**src/rtl/ac97_seq_pkg.sv**
```systemverilog
package ac97_seq_pkg;
  localparam int IDX_W   = 7;
  localparam int VAL_W   = 16;
  localparam int WORD_W  = 32;
  localparam int IDX_LSB = 12;
  localparam int RD_BIT  = IDX_LSB + IDX_W;
  localparam int VAL_LSB = 4;

  typedef enum logic [3:0] {
    ST_IDLE,
    ST_CLR,
    ST_DATA,
    ST_ADDR,
    ST_TXW,
    ST_TXC,
    ST_RXA,
    ST_RXD,
    ST_CHK,
    ST_GAP
  } seq_st_e;
endpackage

```
**src/rtl/ac97_us_timer.sv**
```systemverilog
module ac97_us_timer #(
  parameter int CNT_W = 10
) (
  input  logic             clk_i,
  input  logic             rst_ni,
  input  logic             clr_i,
  input  logic             tick_i,
  input  logic [CNT_W-1:0] limit_i,
  output logic             expired_o
);
  logic [CNT_W-1:0] cnt_q;

  always_ff @(posedge clk_i or negedge rst_ni) begin
    if (!rst_ni)                   cnt_q <= '0;
    else if (clr_i)                cnt_q <= '0;
    else if (tick_i && !(&cnt_q))  cnt_q <= cnt_q + 1'b1;
  end

  assign expired_o = (cnt_q >= limit_i);
endmodule

```
**src/rtl/ac97_word_fmt.sv**
```systemverilog
module ac97_word_fmt
  import ac97_seq_pkg::*;
(
  input  logic [IDX_W-1:0]  idx_i,
  input  logic              rd_i,
  input  logic [VAL_W-1:0]  val_i,
  input  logic [WORD_W-1:0] rx_addr_i,
  input  logic [WORD_W-1:0] rx_data_i,
  output logic [WORD_W-1:0] addr_word_o,
  output logic [WORD_W-1:0] data_word_o,
  output logic [IDX_W-1:0]  rx_idx_o,
  output logic [VAL_W-1:0]  rx_val_o
);
  always_comb begin
    addr_word_o = '0;
    addr_word_o[IDX_LSB +: IDX_W] = idx_i;
    addr_word_o[RD_BIT] = rd_i;
    data_word_o = '0;
    data_word_o[VAL_LSB +: VAL_W] = val_i;
  end

  assign rx_idx_o = rx_addr_i[IDX_LSB +: IDX_W];
  assign rx_val_o = rx_data_i[VAL_LSB +: VAL_W];

  // bits outside the index and value fields carry nothing for this engine
  logic unused_rx;
  assign unused_rx = ^{rx_addr_i[WORD_W-1:RD_BIT], rx_addr_i[IDX_LSB-1:0],
                       rx_data_i[WORD_W-1:VAL_LSB+VAL_W], rx_data_i[VAL_LSB-1:0]};
endmodule

```
**src/rtl/ac97_cmd_seq.sv**
```systemverilog
module ac97_cmd_seq
  import ac97_seq_pkg::*;
#(
  parameter int WR_TMO    = 500,
  parameter int RD_TX_TMO = 21,
  parameter int RX_TMO    = 500,
  parameter int RETRY_GAP = 21,
  parameter int WR_TRIES  = 2,
  parameter int RD_TRIES  = 5
) (
  input  logic              clk_i,
  input  logic              rst_ni,
  input  logic              tick_i,
  input  logic              req_i,
  input  logic              wr_i,
  input  logic [6:0]        idx_i,
  input  logic [15:0]       wval_i,
  output logic              busy_o,
  output logic              done_o,
  output logic              err_o,
  output logic [15:0]       rdata_o,
  output logic [31:0]       cmd_addr_o,
  output logic              cmd_addr_we_o,
  output logic [31:0]       cmd_data_o,
  output logic              cmd_data_we_o,
  input  logic              tx_addr_sent_i,
  input  logic              tx_data_sent_i,
  output logic              clr_tx_addr_o,
  output logic              clr_tx_data_o,
  input  logic              rx_addr_rdy_i,
  input  logic              rx_data_rdy_i,
  input  logic [31:0]       rx_addr_i,
  input  logic [31:0]       rx_data_i,
  output logic              clr_rx_o
);
  localparam int TMAX1 = (WR_TMO > RX_TMO) ? WR_TMO : RX_TMO;
  localparam int TMAX2 = (RD_TX_TMO > RETRY_GAP) ? RD_TX_TMO : RETRY_GAP;
  localparam int TMAX  = (TMAX1 > TMAX2) ? TMAX1 : TMAX2;
  localparam int CNT_W = $clog2(TMAX + 2);
  localparam int AMAX  = (WR_TRIES > RD_TRIES) ? WR_TRIES : RD_TRIES;
  localparam int ATT_W = $clog2(AMAX + 1);

  seq_st_e state_q, state_n;
  logic             wr_q, tx_ok_q, to_a_q, to_d_q, done_q, err_q;
  logic [IDX_W-1:0] idx_q;
  logic [VAL_W-1:0] val_q, rdata_q;
  logic [ATT_W-1:0] att_q;
  logic [CNT_W-1:0] lim;
  logic             expired, tx_flag, hit, link_down;
  logic [IDX_W-1:0] rx_idx;
  logic [VAL_W-1:0] rx_val;

  ac97_word_fmt u_fmt (
    .idx_i       (idx_q),
    .rd_i        (!wr_q),
    .val_i       (val_q),
    .rx_addr_i   (rx_addr_i),
    .rx_data_i   (rx_data_i),
    .addr_word_o (cmd_addr_o),
    .data_word_o (cmd_data_o),
    .rx_idx_o    (rx_idx),
    .rx_val_o    (rx_val)
  );

  ac97_us_timer #(.CNT_W(CNT_W)) u_tmr (
    .clk_i     (clk_i),
    .rst_ni    (rst_ni),
    .clr_i     (state_n != state_q),
    .tick_i    (tick_i),
    .limit_i   (lim),
    .expired_o (expired)
  );

  assign tx_flag   = tx_addr_sent_i | (wr_q & tx_data_sent_i);
  assign link_down = to_a_q & to_d_q;
  assign hit       = !link_down && (rx_idx == idx_q);

  always_comb begin
    state_n       = state_q;
    lim           = '0;
    clr_tx_addr_o = 1'b0;
    clr_tx_data_o = 1'b0;
    cmd_data_we_o = 1'b0;
    cmd_addr_we_o = 1'b0;
    clr_rx_o      = 1'b0;
    unique case (state_q)
      ST_IDLE: if (req_i) state_n = ST_CLR;
      ST_CLR: begin
        clr_tx_addr_o = 1'b1;
        clr_tx_data_o = wr_q;
        state_n = wr_q ? ST_DATA : ST_ADDR;
      end
      ST_DATA: begin
        cmd_data_we_o = 1'b1;
        state_n = ST_ADDR;
      end
      ST_ADDR: begin
        cmd_addr_we_o = 1'b1;
        state_n = ST_TXW;
      end
      ST_TXW: begin
        lim = wr_q ? CNT_W'(WR_TMO) : CNT_W'(RD_TX_TMO);
        if (tx_flag || expired) state_n = ST_TXC;
      end
      ST_TXC: begin
        clr_tx_addr_o = 1'b1;
        clr_tx_data_o = wr_q;
        if (!wr_q)                                    state_n = ST_RXA;
        else if (tx_ok_q || att_q == ATT_W'(WR_TRIES)) state_n = ST_IDLE;
        else                                          state_n = ST_CLR;
      end
      ST_RXA: begin
        lim = CNT_W'(RX_TMO);
        if (rx_addr_rdy_i || expired) state_n = ST_RXD;
      end
      ST_RXD: begin
        lim = CNT_W'(RX_TMO);
        if (rx_data_rdy_i || expired) state_n = ST_CHK;
      end
      ST_CHK: begin
        clr_rx_o = 1'b1;
        if (hit || att_q == ATT_W'(RD_TRIES)) state_n = ST_IDLE;
        else if (link_down)                   state_n = ST_CLR;
        else                                  state_n = ST_GAP;
      end
      ST_GAP: begin
        lim = CNT_W'(RETRY_GAP);
        if (expired) state_n = ST_CLR;
      end
      default: state_n = ST_IDLE;
    endcase
  end

  always_ff @(posedge clk_i or negedge rst_ni) begin
    if (!rst_ni) begin
      state_q <= ST_IDLE;
      wr_q    <= 1'b0;
      idx_q   <= '0;
      val_q   <= '0;
      att_q   <= '0;
      tx_ok_q <= 1'b0;
      to_a_q  <= 1'b0;
      to_d_q  <= 1'b0;
      done_q  <= 1'b0;
      err_q   <= 1'b0;
      rdata_q <= '0;
    end else begin
      state_q <= state_n;
      done_q  <= 1'b0;
      unique case (state_q)
        ST_IDLE: if (req_i) begin
          wr_q  <= wr_i;
          idx_q <= idx_i;
          val_q <= wval_i;
          att_q <= '0;
        end
        ST_ADDR: att_q <= att_q + 1'b1;
        ST_TXW:  if (state_n != state_q) tx_ok_q <= tx_flag;
        ST_TXC:  if (state_n == ST_IDLE) begin
          done_q <= 1'b1;
          err_q  <= !tx_ok_q;
        end
        ST_RXA:  if (state_n != state_q) to_a_q <= !rx_addr_rdy_i;
        ST_RXD:  if (state_n != state_q) to_d_q <= !rx_data_rdy_i;
        ST_CHK:  if (state_n == ST_IDLE) begin
          done_q  <= 1'b1;
          err_q   <= !hit;
          rdata_q <= hit ? rx_val : '1;
        end
        default: ;
      endcase
    end
  end

  assign busy_o  = (state_q != ST_IDLE);
  assign done_o  = done_q;
  assign err_o   = err_q;
  assign rdata_o = rdata_q;
endmodule

```
**config.mk**
```make
export PLATFORM = sky130hd
export DESIGN_NAME = ac97_cmd_seq
export DESIGN_NICKNAME = d
export VERILOG_FILES = /design/src/rtl/ac97_seq_pkg.sv /design/src/rtl/ac97_us_timer.sv /design/src/rtl/ac97_word_fmt.sv /design/src/rtl/ac97_cmd_seq.sv
export SDC_FILE = /design/constraint.sdc
export NUM_CORES = 1
export LEC_CHECK = 0
export BUFFER_PORTS_ARGS = -buffer_cell sky130_fd_sc_hd__buf_2
export CAP_MARGIN = 15
export CORE_ASPECT_RATIO = 1.5
export CORE_MARGIN = 1.5
export CORE_UTILIZATION = 31
export DETAILED_ROUTE_END_ITERATION = 7
export GPL_ROUTABILITY_DRIVEN = 0
export HOLD_SLACK_MARGIN = 0.15
export PLACE_DENSITY = 0.67
export SLEW_MARGIN = 20
export SYNTH_ARGS = -nofsm -noshare
export SYNTH_HDL_FRONTEND = slang
export SYNTH_SLANG_ARGS = --single-unit
```
**constraint.sdc**
```tcl
create_clock -name clk_i -period 9 [get_ports clk_i]
set_input_delay 0.9 -clock clk_i [delete_from_list [all_inputs] [get_ports clk_i]]
set_output_delay 0.9 -clock clk_i [all_outputs]
set_load 0.05 [all_outputs]
```
==> impl_metrics.toml <==
[cells_and_area]
fin_nets = 542
fill_cells = 1133
drive_gt1_frac = 0.379
diodes = 0
layout_commonest_cell = "buf_2"
final_cell_mix = "buf_2, dfrtp_1, conb_1"
syn2layout_area_growth_pct = 21.7

[routing]
ant_nets = 0
drt_iter0_markers = 138
wl_per_cell_um = 14.0
post-route-drc-count = 0
dr.pass1.iters = 4
viasPerCell = 4.62
dr_total_vias = 2715
drt_wl_total_um = 8210

[power_and_ir_drop]
pwr-share-seq = 0.273
ir_drop_mv = 0.201
p_leak_nw = 2.08
power.share.combinational = 0.550
power_switching_mw = 0.928
power.density_mw_per_mm2 = 416
power_mw = 1.80
p_int_mw = 0.870
p_sw_frac = 0.516
p_clk_frac = 0.176

[clocking]
cts_sinks = 61
tritoncts = "done"
cts_resized = 0
htree_levels = 3
worstSkewPairLatency_ns = 0.33
ctsLongestPathBuffers = 2
post_cts_buffers = 0
clock_tree.root_cell = "clkbuf_16"
cts_hold_buf = 0
path_clk_slew_ns = 0.05
cts_made_buffers = 9

[global_route]
global_route.usage.met1 = 0.150
antenna_found_initial = 0
grt_usage = 0.140
grt_use_met2 = 0.242
top_usage_layer = "met2"
grt_max_degree = 62
grtUsageMet3 = 0.0397
grt_pass1_wl_um = 13200
grt_pass1_vias = 2777
grt_remaining_overflow = 0

[die]
die_h_um = 134
row_count = 47
die_area_mm2 = 0.0121
io_pins = 184
fp.dieW_um = 90.4
start_util = 0.320
core_area_mm2 = 0.0111

[logic_synthesis]
synth_flop_cell = "dfrtp_1"
yosys_warnings = 0
async_flop_share = 1.00
yosysSeqAreaShare = 0.430
syn_avg_cell_area_um2 = 10.6
yosys_register_bits = 61
syn_inst = 335
synth_edf_count = 0
synth_cell_types = 50
netlist_area_mm2 = 0.00355

[worst_setup_path]
critPathKind = "reg2reg"
crit_fanout = 16
start_kind = "register"
cp.required_ns = 9.19
endpoint_kind = "register"
worst_ep_arrival_time_ns = 3.62

[sta]
post-route-period-util = 0.382
hold_violations = 0
slew_headroom = 0.479
min_period_ns = 3.44
tightest_slew_ns = 0.782
setup_ws_ns = 5.56
drv_slew = 0
finClkSkew_ns = 0.00775
timing.fmax_ghz = 0.291
setup_viol = 0
setup_tns_ns = 0
rsz0062_at_grt = "false"

[placed_design]
dp_hpwl_um = 6100
portBuffers = 102
post-place-ws_ns = 5.32

[outcome]
status = "completed"

[worst_hold_path]
worstHoldPathType = "reg2reg"

[flow_run]
maxCapViolations = 0
-- area by class of cell --
type,instances,area (µm²),area share
multi-input cells,251,1780,0.411
clock buffers,10,239,0.0553
clock inverters,6,38.8,0.00897
flip-flops and latches,61,1530,0.353
inverters,9,33.8,0.00781
repair buffers,104,526,0.122
well taps,147,184,0.0425
-- worst paths after layout --
kind                             from              to  slack [ns]  cells past startpoint
max                        state_q[3]  u_tmr.cnt_q[5]        5.56                      9
min                        rdata_o[6]      rdata_o[6]        0.49                      1
max reg2reg                state_q[3]  u_tmr.cnt_q[5]        5.56                      9
min reg2reg                rdata_o[6]      rdata_o[6]        0.49                      1
max in group asynchronous      rst_ni       val_q[13]        7.75                      2
min in group asynchronous      rst_ni     rdata_o[11]        0.75                      2
-- Yosys cell counts (3+ instances only) --
library cell | number | area [µm²]
o21ai_0 | 10 | 50.1
dfrtp_1 | 61 | 1530
nor3_1 | 12 | 60.1
nor2_1 | 20 | 75.1
mux2_1 | 10 | 113
clkbuf_1 | 8 | 30.0
nand2_1 | 19 | 71.3
xnor2_1 | 13 | 114
nand3_1 | 9 | 45.0
a31oi_1 | 3 | 18.8
ha_1 | 10 | 125
nor2b_1 | 3 | 18.8
nand4_1 | 6 | 37.5
buf_4 | 43 | 323
inv_1 | 9 | 33.8
a21o_1 | 3 | 22.5
and2_1 | 3 | 18.8
a21oi_1 | 8 | 40.0
or3_1 | 16 | 100
mux2_2 | 30 | 338
-- state kept, by name, indices dropped and copies added, names as in the netlist --
signal / cells
idx_q: 7
att_q: 3
val_q: 16
rdata_o: 16
state_q: 4
u_tmr.cnt_q: 9
tx_ok_q: 1
err_o: 1
to_a_q: 1
done_o: 1
wr_q: 1
to_d_q: 1
-- cell families (layout without fill, tap and decap cells) --
family	count (synthesis)	count (layout)	share of synthesized area
other	1	40	0.00106
XOR/XNOR	15	15	0.0370
multiplexers	44	44	0.143
flip-flops	61	61	0.430
adder cells (fa/ha/maj)	10	10	0.0352
AO/OA/AOI/OAI	37	37	0.0785
buffers and inverters	62	129	0.111
AND/OR/NAND/NOR	105	105	0.164
-- per-layer routing --
layer  vias to the layer above  share of wire  routed length (µm)
li1                       1287              -                   -
met1                      1279           0.40                3250
met2                       127           0.51                4160
met3                        22          0.063                 518
met4                         0          0.035                 289
met5                         -              0                   0
-- power by group through the flow --
stage          clock network [mW]  logic, mW  registers (mW)
4_1_cts                     0.328      0.999           0.492
3_3_place_gp                    0      0.973           0.490
3_5_place_dp                    0      0.996           0.496
2_1_floorplan                   0      0.511           0.772
5_1_grt                     0.339       1.05           0.509
6_report                    0.317      0.989           0.492
-- worst max-delay path, stage by stage (launching register included) --
cell	delay, ns
dfrtp_1	0.56
nor2b_1	0.38
nand2_1	0.23
ha_1	0.36
nand4_1	0.12
or4b_2	0.69
o21ai_4	0.29
nor3b_2	0.10
o22ai_2	0.44
nor3_1	0.13
-- metrics by stage --
stage,instance area [µm²],util,std cells,hold WS [ns]
after floorplan,3700,-,374,0.491
after global placement,4050,0.364,572,0.473
final,4320,0.389,588,0.490
after detailed placement,4050,0.364,572,0.484
after global routing,4320,0.389,588,0.509
after CTS,4320,0.389,588,0.496
Note: power is estimated with default switching activity, not from simulation.
